--- config.mk ---
export PLATFORM = sky130hd
export DESIGN_NAME = evt_window_mon
export DESIGN_NICKNAME = d
export VERILOG_FILES = /design/src/rtl/evwm_pkg.sv /design/src/rtl/evwm_window.sv /design/src/rtl/evwm_counter.sv /design/src/rtl/evwm_trip.sv /design/src/rtl/evt_window_mon.sv
export SDC_FILE = /design/constraint.sdc
export NUM_CORES = 1
export LEC_CHECK = 0
export CORE_ASPECT_RATIO = 1.4
export CORE_UTILIZATION = 57
export CTS_CLUSTER_SIZE = 8
export DETAILED_ROUTE_END_ITERATION = 7
export GPL_ROUTABILITY_DRIVEN = 0
export GPL_TIMING_DRIVEN = 1
export HOLD_SLACK_MARGIN = 0.02
export PLACE_DENSITY = 0.94
export REMOVE_ABC_BUFFERS = 1
export SYNTH_ARGS = -nofsm -noshare
export SYNTH_HDL_FRONTEND = slang
export SYNTH_HIERARCHICAL = 1
export SYNTH_SLANG_ARGS = --single-unit
--- constraint.sdc ---
create_clock -name clk -period 11.1 [get_ports clk]
set_clock_uncertainty 0.2 [all_clocks]
set_input_delay 1.665 -clock clk [delete_from_list [all_inputs] [get_ports clk]]
set_output_delay 1.665 -clock clk [all_outputs]
set_load 0.01 [all_outputs]
--- src/rtl/evwm_pkg.sv ---
package evwm_pkg;

    typedef struct packed {
        logic inst;
        logic br;
        logic ret;
        logic ind;
        logic mis;
    } evwm_ev_t;

    typedef enum logic [1:0] {
        SRC_INST = 2'b00,
        SRC_BR   = 2'b01,
        SRC_RET  = 2'b10,
        SRC_IND  = 2'b11
    } evwm_win_src_e;

    typedef enum logic [1:0] {
        CSEL_MIS = 2'b00,
        CSEL_BR  = 2'b01,
        CSEL_RET = 2'b10,
        CSEL_IND = 2'b11
    } evwm_cnt_sel_e;

    // strobe that advances the window for a given source code
    function automatic logic win_pick(input logic [1:0] src, input evwm_ev_t ev);
        logic r;
        case (evwm_win_src_e'(src))
            SRC_INST: r = ev.inst;
            SRC_BR:   r = ev.br;
            SRC_RET:  r = ev.ret;
            default:  r = ev.ind;
        endcase
        return r;
    endfunction

    // strobe that an event counter takes for a given select code
    function automatic logic cnt_pick(input logic [1:0] sel, input evwm_ev_t ev);
        logic r;
        case (evwm_cnt_sel_e'(sel))
            CSEL_MIS: r = ev.mis;
            CSEL_BR:  r = ev.br;
            CSEL_RET: r = ev.ret;
            default:  r = ev.ind;
        endcase
        return r;
    endfunction

    // a branch retired with a correct prediction
    function automatic logic good_branch(input evwm_ev_t ev);
        return ev.br & ~ev.mis;
    endfunction

endpackage

--- src/rtl/evwm_window.sv ---
module evwm_window
    import evwm_pkg::*;
#(
    parameter int WIN_W = 10
) (
    input  logic             clk,
    input  logic             rst_n,
    input  logic             enable,
    input  logic             active,
    input  logic [1:0]       src,
    input  logic [WIN_W-1:0] size,
    input  evwm_ev_t         ev,
    output logic             win_clr
);
    localparam int SUM_W = WIN_W + 1;

    typedef struct packed {
        logic [WIN_W-1:0] cnt;
        logic             wrap;
    } win_st_t;

    win_st_t          s_q, s_d;
    logic             tick;
    logic [SUM_W-1:0] base, inc;

    always_comb begin
        tick = active & win_pick(src, ev);
        base = s_q.wrap ? '0 : {1'b0, s_q.cnt};
        inc  = base + SUM_W'(tick);
        s_d  = s_q;
        if (!enable) begin
            s_d = '0;
        end else begin
            s_d.cnt  = inc[WIN_W] ? '1 : inc[WIN_W-1:0];
            s_d.wrap = (inc >= {1'b0, size});
        end
    end

    always_ff @(posedge clk or negedge rst_n) begin
        if (!rst_n) s_q <= '0;
        else        s_q <= s_d;
    end

    assign win_clr = s_q.wrap;

endmodule

--- src/rtl/evwm_counter.sv ---
module evwm_counter
    import evwm_pkg::*;
#(
    parameter int CNT_W = 8,
    parameter int THR_W = 7
) (
    input  logic             clk,
    input  logic             rst_n,
    input  logic             enable,
    input  logic             active,
    input  logic             win_clr,
    input  logic             run_mode,
    input  logic [1:0]       sel,
    input  logic [THR_W-1:0] thr,
    input  evwm_ev_t         ev,
    output logic             met_d,
    output logic [CNT_W-1:0] cnt
);
    localparam logic [CNT_W-1:0] CNT_MAX = '1;

    logic [CNT_W-1:0] cnt_q, cnt_d, base;
    logic             hit, run_break;

    always_comb begin
        hit       = active & cnt_pick(sel, ev);
        run_break = active & run_mode & (sel == CSEL_MIS) & good_branch(ev);
        base      = win_clr ? '0 : cnt_q;
        if (!enable)                    cnt_d = '0;
        else if (run_break)             cnt_d = '0;
        else if (hit && base != CNT_MAX) cnt_d = base + 1'b1;
        else                            cnt_d = base;
        met_d = (cnt_d >= CNT_W'(thr));
    end

    always_ff @(posedge clk or negedge rst_n) begin
        if (!rst_n) cnt_q <= '0;
        else        cnt_q <= cnt_d;
    end

    assign cnt = cnt_q;

endmodule

--- src/rtl/evwm_trip.sv ---
module evwm_trip #(
    parameter int NCNT = 2
) (
    input  logic            clk,
    input  logic            rst_n,
    input  logic [NCNT-1:0] en,
    input  logic [NCNT-1:0] met,
    input  logic            and_mode,
    input  logic            qualify,
    input  logic            freeze_en,
    input  logic            clr,
    output logic            pulse,
    output logic            sticky,
    output logic            freeze
);
    typedef struct packed {
        logic pulse;
        logic sticky;
        logic freeze;
    } trip_st_t;

    trip_st_t s_q, s_d;
    logic     any_en, all_ok, any_ok, fire;

    always_comb begin
        any_en = |en;
        all_ok = &(~en | met);
        any_ok = |(en & met);
        fire   = qualify & (and_mode ? (any_en & all_ok) : any_ok);
        s_d.pulse  = fire;
        s_d.sticky = fire | (s_q.sticky & ~clr);
        s_d.freeze = (fire & freeze_en) | (s_q.freeze & ~clr);
    end

    always_ff @(posedge clk or negedge rst_n) begin
        if (!rst_n) s_q <= '0;
        else        s_q <= s_d;
    end

    assign pulse  = s_q.pulse;
    assign sticky = s_q.sticky;
    assign freeze = s_q.freeze;

endmodule

--- src/rtl/evt_window_mon.sv ---
module evt_window_mon
    import evwm_pkg::*;
#(
    parameter int NCNT  = 2,
    parameter int WIN_W = 10,
    parameter int THR_W = 7,
    parameter int CNT_W = 8
) (
    input  logic                  clk,
    input  logic                  rst_n,
    input  logic                  cfg_enable,
    input  logic                  cfg_guest_dis,
    input  logic                  cfg_freeze_en,
    input  logic                  cfg_and_mode,
    input  logic                  cfg_mis_run,
    input  logic [1:0]            cfg_win_src,
    input  logic [WIN_W-1:0]      cfg_win_size,
    input  logic [NCNT-1:0]       cfg_cnt_en,
    input  logic [2*NCNT-1:0]     cfg_cnt_sel,
    input  logic [THR_W*NCNT-1:0] cfg_cnt_thr,
    input  logic                  ev_inst,
    input  logic                  ev_branch,
    input  logic                  ev_return,
    input  logic                  ev_indirect,
    input  logic                  ev_mispred,
    input  logic                  guest_mode,
    input  logic                  trip_clr,
    output logic                  trip_pulse,
    output logic                  trip_sticky,
    output logic                  freeze_req
);
    evwm_ev_t              ev;
    logic                  active, qualify, win_clr;
    logic [NCNT-1:0]       met;
    logic [NCNT*CNT_W-1:0] cnt_flat;

    always_comb begin
        ev      = '{inst: ev_inst, br: ev_branch, ret: ev_return,
                    ind: ev_indirect, mis: ev_mispred};
        active  = cfg_enable & ~(cfg_guest_dis & guest_mode);
        qualify = active & ev_inst;
    end

    evwm_window #(.WIN_W(WIN_W)) u_win (
        .clk     (clk),
        .rst_n   (rst_n),
        .enable  (cfg_enable),
        .active  (active),
        .src     (cfg_win_src),
        .size    (cfg_win_size),
        .ev      (ev),
        .win_clr (win_clr)
    );

    for (genvar g = 0; g < NCNT; g++) begin : g_cnt
        evwm_counter #(.CNT_W(CNT_W), .THR_W(THR_W)) u_cnt (
            .clk      (clk),
            .rst_n    (rst_n),
            .enable   (cfg_enable & cfg_cnt_en[g]),
            .active   (active),
            .win_clr  (win_clr),
            .run_mode (cfg_mis_run),
            .sel      (cfg_cnt_sel[2*g +: 2]),
            .thr      (cfg_cnt_thr[THR_W*g +: THR_W]),
            .ev       (ev),
            .met_d    (met[g]),
            .cnt      (cnt_flat[CNT_W*g +: CNT_W])
        );
    end

    evwm_trip #(.NCNT(NCNT)) u_trip (
        .clk       (clk),
        .rst_n     (rst_n),
        .en        (cfg_cnt_en),
        .met       (met),
        .and_mode  (cfg_and_mode),
        .qualify   (qualify),
        .freeze_en (cfg_freeze_en),
        .clr       (trip_clr),
        .pulse     (trip_pulse),
        .sticky    (trip_sticky),
        .freeze    (freeze_req)
    );

endmodule

==> flow_metrics.py <==
metrics = {
    "worst_setup_path": {
        "end_kind": "register",
        "critPathArrivalTime_ns": 5.51,
        "crit_fanout": 14,
        "critPathKind": "primary input to register",
        "critPathLaunchType": "primary input",
        "required_ns": 11.07,
    },
    "routing": {
        "wirelength_mm": 5.95,
        "drt-initial-drc-count": 107,
        "drc": 0,
        "wl_per_cell_um": 15.5,
        "num_vias": 2198,
        "detail-route-antenna-nets": 0,
        "first_pass_iters": 4,
        "viasPerCell": 5.71,
    },
    "sta": {
        "maxSlewHeadroom_pct": 33.2,
        "tightest_slew_ns": 0.993,
        "fin_ws_ns": 5.55,
        "hold_violations": 0,
        "whs_ns": 0.385,
        "max_freq_mhz": 180,
        "min_period_over_period_pct": 50.0,
        "layout_min_cycle_time_ns": 5.55,
        "setup_violations": 0,
        "report.final.slew_viol_count": 0,
        "fin_setup_tns_ns": 0,
        "grt_setup_unrepaired": "false",
    },
    "clocking": {
        "cts_root_buf": "clkbuf_8",
        "insertion_delay_ns": 0.29,
        "cts_resized": 0,
        "cts_tree": "done",
        "clockBufferDepth": 2,
        "cts_made_buffers": 5,
        "htree_levels": 2,
        "cts_setup_buffers": 0,
        "cts_num_sinks": 30,
        "cts.clk_slew.worst_paths_ns": 0.06,
        "ctsHoldBuffers": 0,
    },
    "logic_synthesis": {
        "synth_area_per_cell_um2": 9.40,
        "synth-seq-area-share_pct": 29.5,
        "synthFlopType": "dfrtp_1",
        "ys_warn_count": 6,
        "synth_cell_types": 54,
        "netlist_area_mm2": 0.00255,
        "synth-async-reset-ratio_pct": 100,
        "synth_edf_count": 0,
        "syn-instance-count": 271,
        "ys_seq_elements": 30,
    },
    "die": {
        "dieArea_mm2": 0.00474,
        "rows": 28,
        "core_mm2": 0.00427,
        "start_util_pct": 59.6,
        "die_w_um": 58.5,
        "ios": 49,
        "die_y_um": 81.1,
    },
    "power_and_ir_drop": {
        "powerDensity_mw_per_mm2": 82.0,
        "power_leakage_nw": 1.47,
        "ir_worst_vdd_v": 0.0000732,
        "p_total_mw": 0.262,
    },
    "final_layout": {
        "layout_commonest_cell": "clkdlybuf4s50_1",
        "nets": 398,
        "area_growth_pct": 25.5,
        "fin_cells": 385,
        "antenna_cells": 0,
        "drive_gt1_share_pct": 13.5,
        "final_cell_mix": "48 x clkdlybuf4s50_1, 30 x dfrtp_1, 28 x nor2_1, 28 x ha_1, 26 x inv_1",
    },
    "global_routing": {
        "track_usage_pct": 27.9,
        "grt_pass1_wl_mm": 9.85,
        "grt_max_degree": 31,
        "gr-total-overflow": 0,
        "grt_pass1_vias": 2220,
        "antenna_found_initial": 0,
    },
    "worst_hold_path": {
        "hp-class": "register to register",
    },
    "place": {
        "io_buffers": 48,
        "dp_hpwl_mm": 4.53,
        "pre_cts_slack_ns": 5.27,
        "dp_cells": 377,
    },
    "flow_run": {
        "drv_cap": 0,
    },
    "outcome": {
        "status": "complete, no violations",
    },
}
## final cells by class
type | instances | area [µm²]
Clock buffer | 8 | 110
Fill cell | 302 | 1080
Sequential cell | 30 | 751
Tap cell | 60 | 75.1
Inverter | 26 | 97.6
Multi-Input combinational cell | 211 | 1670
Timing Repair Buffer | 50 | 495
## through the flow
| step | instance area (µm²) | utilization [%] |
|---|---|---|
| final | 3200 | 74.8 |
| after global routing | 3200 | 74.8 |
| after CTS | 3200 | 74.8 |
| after detailed placement | 3090 | 72.2 |
| after global placement | 3090 | 72.2 |
| after floorplan | 2520 | - |
## worst max-delay path, cell delays in order
cell             delay (ns)
clkdlybuf4s50_1        0.75
a21boi_2               0.35
nand4b_1               0.12
o31ai_1                0.81
nand2b_1               0.21
ha_1                   0.22
nand2b_1               0.14
a21o_1                 0.17
a211oi_1               0.25
o21ai_0                0.12
o21bai_1               0.17
and2_4                 0.22
o21ai_2                0.19
o221ai_2               0.13
## cells by family after synthesis
kind of cell | count (synthesis) | share of synthesized area [%]
muxes | 7 | 4.32
xor gates and xnor gates | 19 | 7.12
buffers and inverters | 30 | 5.06
AOI/OAI and AO/OA | 45 | 12.4
adders and majority gates | 28 | 13.8
DFF | 30 | 29.5
and+or+nand+nor | 112 | 27.8
## where the power goes
part / total, mW / switching (mW) / internal [mW]
sequential: 0.111 / 0.000408 / 0.110
clock: 0.106 / 0.0437 / 0.0626
combinational: 0.0455 / 0.0193 / 0.0262
total: 0.262 / 0.0633 / 0.199
## metal layers
metal	vias to the layer above	routed length, µm	GRT usage, %
li1	1047	-	-
met1	1032	2230	31.0
met2	97	3160	48.9
met3	22	342	5.73
met4	0	222	15.5
met5	-	0	0
## synthesized netlist by cell type, types with 3 or more instances
| cell type | count | area (µm²) |
|---|---|---|
| a21o_1 | 4 | 30.0 |
| a21oi_1 | 9 | 45.0 |
| and2_1 | 4 | 25.0 |
| and2_4 | 5 | 43.8 |
| and2b_1 | 3 | 22.5 |
| and3_1 | 3 | 18.8 |
| dfrtp_1 | 30 | 751 |
| ha_1 | 28 | 350 |
| inv_1 | 26 | 97.6 |
| mux4_2 | 3 | 67.6 |
| nand2_1 | 14 | 52.6 |
| nand2b_1 | 9 | 56.3 |
| nand3_1 | 12 | 60.1 |
| nand3b_1 | 3 | 22.5 |
| nand4b_1 | 3 | 26.3 |
| nor2_1 | 28 | 105 |
| nor2b_1 | 3 | 18.8 |
| o21a_1 | 5 | 37.5 |
| o21ai_0 | 9 | 45.0 |
| xnor2_1 | 10 | 87.6 |
| xor2_1 | 7 | 61.3 |
## flip-flops by register name, indices dropped and copies added (netlist names)
register / count
g_cnt.u_cnt/cnt: 16
u_win/s_q: 10
u_trip/freeze: 1
u_trip/pulse: 1
u_trip/sticky: 1
u_win/win_clr: 1
## path summary, 6_finish.rpt
kind / startpoint / to / slack (ns) / depth (start not counted)
max: cfg_enable / u_trip/sticky / 5.55 / 14
min: g_cnt[1].u_cnt/cnt[6] / g_cnt[1].u_cnt/cnt[6] / 0.39 / 2
max reg2reg: u_win/win_clr / u_trip/sticky / 6.84 / 16
min reg2reg: g_cnt[1].u_cnt/cnt[6] / g_cnt[1].u_cnt/cnt[6] / 0.39 / 2
max in group asynchronous: rst_n / g_cnt[1].u_cnt/cnt[5] / 8.85 / 2
min in group asynchronous: rst_n / g_cnt[0].u_cnt/cnt[4] / 1.56 / 2
No activity file was read; power rests on OpenSTA's default activity.
